File: config.mk
export PLATFORM = sky130hd
export DESIGN_NAME = lw_sram
export DESIGN_NICKNAME = d
export VERILOG_FILES = /design/src/rtl/lw_sram_pkg.sv /design/src/rtl/lw_sram_ctrl.sv /design/src/rtl/lw_sram_array.sv /design/src/rtl/lw_sram_outreg.sv /design/src/rtl/lw_sram.sv
export SDC_FILE = /design/constraint.sdc
export NUM_CORES = 2
export LEC_CHECK = 0
export ABC_AREA = 1
export CAP_MARGIN = 40
export CORE_AREA = 2 2 509 511
export DETAILED_ROUTE_END_ITERATION = 10
export DIE_AREA = 0 0 511 513
export HOLD_SLACK_MARGIN = 0.02
export PLACE_DENSITY_LB_ADDON = 0.3
export SLEW_MARGIN = 10
export SYNTH_ARGS = -nofsm -noshare
export SYNTH_HDL_FRONTEND = slang
export SYNTH_SLANG_ARGS = --single-unit
File: constraint.sdc
create_clock -name clk -period 3.1 [get_ports clk]
set_clock_uncertainty 0.2 [all_clocks]
set_input_delay 0.465 -clock clk [delete_from_list [all_inputs] [get_ports clk]]
set_output_delay 0.465 -clock clk [all_outputs]
set_load 0.02 [all_outputs]
File: src/rtl/lw_sram_pkg.sv
`timescale 1ns/1ps
package lw_sram_pkg;
    localparam int LANE_W = 9;

    typedef enum logic [1:0] {
        OP_IDLE  = 2'd0,
        OP_READ  = 2'd1,
        OP_WRITE = 2'd2
    } op_e;
endpackage

File: src/rtl/lw_sram_ctrl.sv
`timescale 1ns/1ps
module lw_sram_ctrl
    import lw_sram_pkg::*;
#(
    parameter int ADDR_W = 6,
    parameter int LANES  = 4
) (
    input  logic              clk,
    input  logic              rst_n,
    input  logic              sleep,
    input  logic              sel_n,
    input  logic              wr_n,
    input  logic              cont,
    input  logic [LANES-1:0]  ben_n,
    input  logic [ADDR_W-1:0] addr,
    output logic              rd_go,
    output logic [ADDR_W-1:0] rd_addr,
    output logic              wr_commit,
    output logic [ADDR_W-1:0] wr_addr,
    output logic [LANES-1:0]  wr_ben_n
);
    localparam int HI_W = ADDR_W - 2;

    typedef struct packed {
        logic              burst_act;
        logic              burst_wr;
        logic [LANES-1:0]  burst_ben_n;
        logic [ADDR_W-1:0] base;
        logic [1:0]        beat;
        logic              pw_vld;
        logic [ADDR_W-1:0] pw_addr;
        logic [LANES-1:0]  pw_ben_n;
    } ctrl_st_t;

    ctrl_st_t          st_d, st_q;
    op_e               op;
    logic [ADDR_W-1:0] cur_addr;
    logic [LANES-1:0]  cur_ben_n;
    logic [1:0]        low_sum;
    logic [HI_W-1:0]   base_hi;

    always_comb begin
        st_d      = st_q;
        op        = OP_IDLE;
        cur_addr  = addr;
        cur_ben_n = ben_n;
        low_sum   = 2'd0;
        base_hi   = st_q.base[ADDR_W-1:2];
        st_d.pw_vld = 1'b0;

        if (sleep || sel_n) begin
            st_d.burst_act = 1'b0;
        end else if (cont) begin
            if (st_q.burst_act) begin
                st_d.beat = st_q.beat + 2'd1;
                low_sum   = st_q.base[1:0] + st_d.beat;
                cur_addr  = {base_hi, low_sum};
                cur_ben_n = st_q.burst_ben_n;
                op        = st_q.burst_wr ? OP_WRITE : OP_READ;
            end
        end else begin
            st_d.burst_act   = 1'b1;
            st_d.burst_wr    = ~wr_n;
            st_d.burst_ben_n = ben_n;
            st_d.base        = addr;
            st_d.beat        = 2'd0;
            op               = wr_n ? OP_READ : OP_WRITE;
        end

        if (op == OP_WRITE) begin
            st_d.pw_vld   = 1'b1;
            st_d.pw_addr  = cur_addr;
            st_d.pw_ben_n = cur_ben_n;
        end
    end

    always_ff @(posedge clk or negedge rst_n) begin
        if (!rst_n) begin
            st_q <= '0;
        end else begin
            st_q <= st_d;
        end
    end

    assign rd_go     = (op == OP_READ);
    assign rd_addr   = cur_addr;
    assign wr_commit = st_q.pw_vld;
    assign wr_addr   = st_q.pw_addr;
    assign wr_ben_n  = st_q.pw_ben_n;
endmodule

File: src/rtl/lw_sram_array.sv
`timescale 1ns/1ps
module lw_sram_array
    import lw_sram_pkg::*;
#(
    parameter int ADDR_W = 6,
    parameter int LANES  = 4
) (
    input  logic                     clk,
    input  logic                     wr_commit,
    input  logic [ADDR_W-1:0]        wr_addr,
    input  logic [LANES-1:0]         wr_ben_n,
    input  logic [LANES*LANE_W-1:0]  din,
    input  logic [ADDR_W-1:0]        rd_addr,
    output logic [LANES*LANE_W-1:0]  rd_word
);
    localparam int DEPTH = 1 << ADDR_W;

    logic hit;
    assign hit = wr_commit && (wr_addr == rd_addr);

    for (genvar g = 0; g < LANES; g++) begin : g_lane
        logic [LANE_W-1:0] lane_mem [DEPTH];
        logic              lane_we;

        assign lane_we = wr_commit && !wr_ben_n[g];

        always_ff @(posedge clk) begin
            if (lane_we) begin
                lane_mem[wr_addr] <= din[g*LANE_W +: LANE_W];
            end
        end

        assign rd_word[g*LANE_W +: LANE_W] = (hit && !wr_ben_n[g])
                                           ? din[g*LANE_W +: LANE_W]
                                           : lane_mem[rd_addr];
    end
endmodule

File: src/rtl/lw_sram_outreg.sv
`timescale 1ns/1ps
module lw_sram_outreg #(
    parameter int DATA_W = 36
) (
    input  logic              clk,
    input  logic              rst_n,
    input  logic              rd_go,
    input  logic [DATA_W-1:0] rd_word,
    input  logic              oe_n,
    input  logic              sleep,
    output logic [DATA_W-1:0] dout,
    output logic              dout_en
);
    typedef struct packed {
        logic              vld;
        logic [DATA_W-1:0] data;
    } out_st_t;

    out_st_t st_d, st_q;

    always_comb begin
        st_d     = st_q;
        st_d.vld = rd_go;
        if (rd_go) begin
            st_d.data = rd_word;
        end
    end

    always_ff @(posedge clk or negedge rst_n) begin
        if (!rst_n) begin
            st_q <= '0;
        end else begin
            st_q <= st_d;
        end
    end

    assign dout_en = st_q.vld && !oe_n && !sleep;
    assign dout    = dout_en ? st_q.data : '0;
endmodule

File: src/rtl/lw_sram.sv
`timescale 1ns/1ps
module lw_sram
    import lw_sram_pkg::*;
#(
    parameter int ADDR_W = 6,
    parameter bit WIDE   = 1'b1,
    localparam int LANES  = WIDE ? 4 : 2,
    localparam int DATA_W = LANES * LANE_W
) (
    input  logic              clk,
    input  logic              rst_n,
    input  logic              sleep,
    input  logic              sel_n,
    input  logic              wr_n,
    input  logic              cont,
    input  logic [LANES-1:0]  ben_n,
    input  logic [ADDR_W-1:0] addr,
    input  logic [DATA_W-1:0] din,
    input  logic              oe_n,
    output logic [DATA_W-1:0] dout,
    output logic              dout_en
);
    logic              rd_go;
    logic [ADDR_W-1:0] rd_addr;
    logic              wr_commit;
    logic [ADDR_W-1:0] wr_addr;
    logic [LANES-1:0]  wr_ben_n;
    logic [DATA_W-1:0] rd_word;

    lw_sram_ctrl #(.ADDR_W(ADDR_W), .LANES(LANES)) u_ctrl (
        .clk       (clk),
        .rst_n     (rst_n),
        .sleep     (sleep),
        .sel_n     (sel_n),
        .wr_n      (wr_n),
        .cont      (cont),
        .ben_n     (ben_n),
        .addr      (addr),
        .rd_go     (rd_go),
        .rd_addr   (rd_addr),
        .wr_commit (wr_commit),
        .wr_addr   (wr_addr),
        .wr_ben_n  (wr_ben_n)
    );

    lw_sram_array #(.ADDR_W(ADDR_W), .LANES(LANES)) u_array (
        .clk       (clk),
        .wr_commit (wr_commit),
        .wr_addr   (wr_addr),
        .wr_ben_n  (wr_ben_n),
        .din       (din),
        .rd_addr   (rd_addr),
        .rd_word   (rd_word)
    );

    lw_sram_outreg #(.DATA_W(DATA_W)) u_out (
        .clk     (clk),
        .rst_n   (rst_n),
        .rd_go   (rd_go),
        .rd_word (rd_word),
        .oe_n    (oe_n),
        .sleep   (sleep),
        .dout    (dout),
        .dout_en (dout_en)
    );
endmodule

Word-level counts from Yosys, hierarchy flattened
Memories as Yosys holds them, arrays and structs flattened. A register that Yosys moved wholly into a read port is not among the register bits.
Cells that the tools add are included.
{"block": "op_classes", "reduce_logical": 19, "eq_ne": 4, "addsub": 2, "bitwise_logic": 3, "mux": 25}
{"operator": "two-way mux 36 bit", "n": 1}
{"operator": "two-way mux 6 bit", "n": 3}
{"operator": "two-way mux 2 bit", "n": 7}
{"operator": "two-way mux 12 bit", "n": 1}
{"operator": "two-way mux 4 bit", "n": 3}
{"operator": "two-way mux 11 bit", "n": 1}
{"operator": "logical NOT 1 bit", "n": 10}
{"operator": "two-way mux 1 bit", "n": 9}
{"operator": "logical AND 1 bit", "n": 6}
{"operator": "inequality test 2 x 1 -> 1 bit, second input constant", "n": 2}
{"operator": "AND reduction 2 bit", "n": 2}
{"operator": "NOT 1 bit", "n": 3}
{"operator": "adder 2 x 1 -> 2 bit, second input constant", "n": 1}
{"operator": "adder 2 bit", "n": 1}
{"operator": "equality test 2 x 1 -> 1 bit, second input constant", "n": 1}
{"operator": "equality test 2 bit, second input constant", "n": 1}
{"operator": "logical OR 1 bit", "n": 1}
{"block": "totals", "output_inout_bits": 37, "wordCells": 66, "regBits": 26, "n_memories": 4, "inputBits": 53, "mem_bits_rw": 2304}
{"memory": "u_array.g_lane[0].lane_mem", "words": 64, "word_bits": 9, "read_ports": 1, "rd_ports_with_merged_regs": 1, "wr": 1, "line": "lw_sram_array.sv:22", "rtl": "logic [LANE_W-1:0] lane_mem [DEPTH];"}
{"memory": "u_array.g_lane[1].lane_mem", "words": 64, "word_bits": 9, "read_ports": 1, "rd_ports_with_merged_regs": 1, "wr": 1, "line": "lw_sram_array.sv:22"}
{"memory": "u_array.g_lane[2].lane_mem", "words": 64, "word_bits": 9, "read_ports": 1, "rd_ports_with_merged_regs": 1, "wr": 1, "line": "lw_sram_array.sv:22"}
{"memory": "u_array.g_lane[3].lane_mem", "words": 64, "word_bits": 9, "read_ports": 1, "rd_ports_with_merged_regs": 1, "wr": 1, "line": "lw_sram_array.sv:22"}

Longest topological paths before layout
{"block": "logic_depth", "word_depth": 6, "depth_mapped": 19, "ltp_nobuf": 16}

By module
Synthesis repeated with hierarchy kept, for this count alone.
{"block": "hier_totals", "hier_cells": 8249, "area_unflattened_um2": 96396.2}
{"module": "lw_sram_array", "seq_area_each_um2": 69186.4, "area_each_um2": 93420.8, "cells_each": 7893, "n_inst": 1}
{"module": "lw_sram_outreg", "seq_area_each_um2": 925.9, "area_each_um2": 1725.4, "cells_each": 196, "n_inst": 1}
{"module": "lw_sram_ctrl", "seq_area_each_um2": 625.6, "area_each_um2": 1249.9, "cells_each": 160, "n_inst": 1}

Worst setup path before layout
Ideal clock, no wire load.
{"block": "synth_timing", "path_type": "reg-to-reg", "startpoint": "register u_ctrl.st_q[11] (netlist bit)", "endpoint": "register u_out.st_q[34] (netlist name)", "setup_slack_ns": 0.582, "path_stages_with_launch": 17, "period_less_slack_ns": 2.518, "n_path_buf": 3, "t_arrival_ns": 2.197, "required_time_ns": 2.779, "setup_time_ns": 0.121, "cell_sequence": "dfrtp_1 inv_1 ha_1 inv_1 nand3_1 buf_2 clkbuf_1 clkbuf_1 nand3_1 nand3_1 nand2_1 nand2_1 nand3_1 nand3_1 nand3_1 nand3_1 a21oi_1"}
{"block": "synth_via", "elab_chain_cells": 5}
{"item": "from (decl)", "line": "lw_sram_ctrl.sv:35", "rtl": "ctrl_st_t st_d, st_q;"}
{"item": "from (signal assigned)", "line": "lw_sram_ctrl.sv:81", "rtl": "st_q <= st_d;"}
{"item": "adder 2 x 1 -> 2 bit", "line": "lw_sram_ctrl.sv:55", "rtl": "st_d.beat = st_q.beat + 2'd1;"}
{"item": "adder 2 bit", "line": "lw_sram_ctrl.sv:56", "rtl": "low_sum = st_q.base[1:0] + st_d.beat;"}
{"item": "two-way mux 6 bit", "line": "lw_sram_ctrl.sv:54", "rtl": "if (st_q.burst_act) begin"}
{"item": "two-way mux 6 bit", "line": "lw_sram_ctrl.sv:53", "rtl": "end else if (cont) begin"}
{"item": "two-way mux 6 bit", "line": "lw_sram_ctrl.sv:51", "rtl": "if (sleep || sel_n) begin"}
No other way between the ends.
A chain may end at the register's enable or synchronous reset.

Final worst setup path
{"block": "layout_timing", "startpoint": "register u_ctrl.st_q, in the netlist u_ctrl.wr_addr[1]", "endpoint": "memory u_array.g_lane[1].lane_mem[34][5], enable pin"}
{"item": "to (decl)", "line": "lw_sram_array.sv:22"}
No word-level cell before the write port.

==> impl_summary.md <==
Run status
The run finished with clean final reports.

Die
The count of standard-cell rows is 186. The total area inside the core boundary comes to 256,000 sq um. For this configuration, the core starts out at a cell density of 0.399. The die covers 262,000 sq um. The die is 513 microns tall. From left edge to right edge, the die measures 511 microns. For this design the top-level I/O count stands at 90.

Final layout
After routing the design area is 122,000 sq um. In the final layout, the multi-input gates occupy 25,500 sq um. The post-layout net count is 10,694. Relative to the synthesized area, the layout overhead comes to 18.8%. The final cell count without fillers is 14,237. The fraction of final layout cells with drive strength greater than 1 is 0.119. The number of filler cells placed in the layout is 22,966. The sequential cells in the finished layout cover a total of 70,700 sq um.

Route
The DRC marker count from the first detailed-route iteration is 9,232. The routed layout has 75,100 vias. In this run the remaining antenna-violating nets after routing total 0. The remaining design rule violation count is 0. The sum of routed wire length over all layers is 331,000 microns. The via-per-instance ratio is 5.27. The final routed wire length divided by cell count is 23.3 microns. The number of detailed-route iterations in the first pass is 6.

Synth
The biggest area consumer among synthesized cells is sky130_fd_sc_hd__edfxtp_1. The number of flops mapped to enable cells by yosys is 2,304. Of the post-synthesis cell area, the dominant cell type holds 0.676.

For this run, the leading register cell type out of synthesis is sky130_fd_sc_hd__edfxtp_1. The average instance area after synthesis is 10.2 sq um. The most repeated cell in the gate-level netlist after synthesis is sky130_fd_sc_hd__nand2_1. Yosys attributes the largest share of cell area to sky130_fd_sc_hd__edfxtp_1 68%, sky130_fd_sc_hd__nand2_1 15%, sky130_fd_sc_hd__nand3_1 7.4%, sky130_fd_sc_hd__inv_1 3.4%, sky130_fd_sc_hd__dfrtp_1 1.5%.

The area of the mapped netlist is 102,000 sq um. The number of synthesized register bits is 2,366. Counting flops with an async set or reset pin after synthesis yields a share of 0.0262. The post-synth net total is 10,041. The Yosys step of the flow raised 0 warnings. By count the netlist is led by 4,088 x sky130_fd_sc_hd__nand2_1, 2,304 x sky130_fd_sc_hd__edfxtp_1, 1,514 x sky130_fd_sc_hd__nand3_1. After synthesis, the netlist uses 35 different library cells. The number of instances in the synthesized netlist is 9,987. The portion of the post-synthesis area used by sequential elements is 0.691.

Critical path
Traced cell by cell, the critical path runs through inv_1 -> nor3_1 -> buf_4 -> nand2_1 -> nor2_1. Among all stages on the critical path, the largest delay is contributed by sky130_fd_sc_hd__nor2_1. STA classifies the critical path endpoint as a register. The largest single stage delay on the critical path is 0.84 ns. The critical path data arrival time is 3.36 ns. The data required time of the worst path is 3.40 ns. In this run the register-to-register setup slack is 0.04 ns. The peak fanout along the critical path is 9.

The critical path is of the register to register type. STA classifies the critical path startpoint as a register.

Placed design
After detailed placement, the total cell area comes to 113,000 sq um. The number of buffers inserted by port buffering is 89. In this run, placement finished with an instance count of 13,721. Routability-driven placement finished with a final weighted congestion of 0.939. The pre-CTS setup slack is -0.785 ns. The HPWL after detailed placement is 220,000 microns.

Min path
The min-delay analysis places its worst path in the category primary input to register.

Global routing
The first global-routing pass estimated 478,000 microns of wire. The residual overflow from global routing is 0. In the global route stage, overall resource usage came out at 0.245. The number of global-route vias before repair is 71,252. Entering global routing, the biggest net connects 65 pins.

The initial antenna violation count is 25.

STA
The setup TNS is 0 ns. In the post-route analysis, the smallest setup slack over all paths is 0.0358 ns. Of the available clock period, the critical path in the final layout requires 0.988.

The final period demand of the worst path is 3.06 ns. At the pin with the least slew margin, the transition time is 0.951 ns. Setup repair after global routing left no endpoint under its margin. Based on the critical path, the design can be clocked at up to 326 MHz. Headroom to the max-slew limit came out at 0.366. The number of setup violations in the final report is 0.

The number of hold violations in the final report is 0. The number of pins exceeding their max-slew limit in the final report is 0.

Clocking
The clock slew at the register clock pins of the worst setup and hold paths is 0.07 ns. The number of clock sinks is 2,366. The source-to-sink clock delay at the later pin of the worst-skew pair is 0.89 ns.

The total number of H-tree levels is 4. The clock tree from TritonCTS is yes. The longest clock path from root to sink contains 3 buffers. The clock root buffer is sky130_fd_sc_hd__clkbuf_16. The number of CTS-inserted buffers is 238.

Pwr
Power spread over the standard cell area amounts to 579 nW/um^2. The total power after layout is 70.4 mW. The leakage component of the power is 50.5 nW. The peak ir drop on the vdd network is 570 uV.

Flow run
Max-cap violations in this run came to 0.
[critical path, delay by kind of cell (launching register included)]
kind | cells | cell delay [ns]
flip-flops | 1 | 0.45
buffers and inverters | 2 | 0.49
AND/OR/NAND/NOR | 3 | 1.54
[placed cells by master (no fill, tap or decap), types with 38 or more instances in the layout]
master	instances
sky130_fd_sc_hd__buf_12	162
sky130_fd_sc_hd__buf_4	665
sky130_fd_sc_hd__clkbuf_1	60
sky130_fd_sc_hd__clkbuf_16	248
sky130_fd_sc_hd__clkinv_1	49
sky130_fd_sc_hd__clkinv_2	39
sky130_fd_sc_hd__dfrtp_1	61
sky130_fd_sc_hd__edfxtp_1	2304
sky130_fd_sc_hd__inv_1	926
sky130_fd_sc_hd__nand2_1	4085
sky130_fd_sc_hd__nand3_1	1497
sky130_fd_sc_hd__nand4_1	38
sky130_fd_sc_hd__nor2_1	334
sky130_fd_sc_hd__o21ai_0	58
[power breakdown]
group	switching, mW	internal, mW	leakage (nW)
clock	12.4	15.8	3.65
combinational	4.61	2.03	25.4
sequential	0.256	35.3	21.4
total	17.2	53.2	50.5
[layout make-up]
class                   instances  share of cell area
flip-flops and latches       2366               0.582
multi-input cells            6116               0.210
clock buffers                 302              0.0514
well taps                    3384              0.0348
clock inverters               141              0.0108
diodes                         10            0.000206
repair buffers                982              0.0820
inverters                     936              0.0290
[sequential cells by signal, summed over array words and instances, names as in the netlist]
register / flops
u_array.g_lane.lane_mem: 2304
u_ctrl.base_hi: 4
u_ctrl.st_q: 10
u_ctrl.wr_addr: 6
u_ctrl.wr_ben_n: 4
u_ctrl.wr_commit: 1
u_out.st_q: 37
[final timing paths]
kind	from	end	cells after the start
worst max-delay path	u_ctrl.wr_addr[1]	u_array.g_lane[1].lane_mem[34][5]	5
max in group asynchronous	rst_n	u_ctrl.base_hi[0]	4
worst max register to register	u_ctrl.wr_addr[1]	u_array.g_lane[1].lane_mem[34][5]	5
worst min-delay path	din[28]	u_array.g_lane[3].lane_mem[46][1]	1
min in group asynchronous	rst_n	u_out.st_q[17]	4
worst min register to register	u_ctrl.wr_ben_n[3]	u_ctrl.wr_ben_n[3]	1
[per-stage QoR]
stage | hold WS [ns] | util
after floorplan | -0.0306 | -
after CTS | 0.0213 | 0.472
after global placement | 0.268 | 0.438
final | 0.0843 | 0.474
after global routing | 0.0627 | 0.474
after detailed placement | 0.278 | 0.441
[cell families after synthesis]
kind of cell | count (synthesis) | share of synthesized area
and+or+nand+nor | 6009 | 0.241
AOI/OAI and AO/OA | 104 | 0.00531
buffers and inverters | 1505 | 0.0619
xor gates and xnor gates | 2 | 0.000245
DFF | 2366 | 0.691
adders and majority gates | 1 | 0.000122
[timing repair]
action | CTS | global route
resized for setup | 30 | 50
hold endpoints to repair | 733 | 0
setup buffers | 3 | 16
setup endpoints to repair | 30 | 37
cloned | 0 | 9
pin swaps | 1 | 4
hold buffers | 34 | 0
[per-layer routing]
layer  global-route usage  wire length (microns)
met1                0.329                 131000
met2                0.383                 149000
met3               0.0520                  34300
met4                0.110                  15800
met5                    0                     40
No activity file was read; power rests on OpenSTA's default activity.
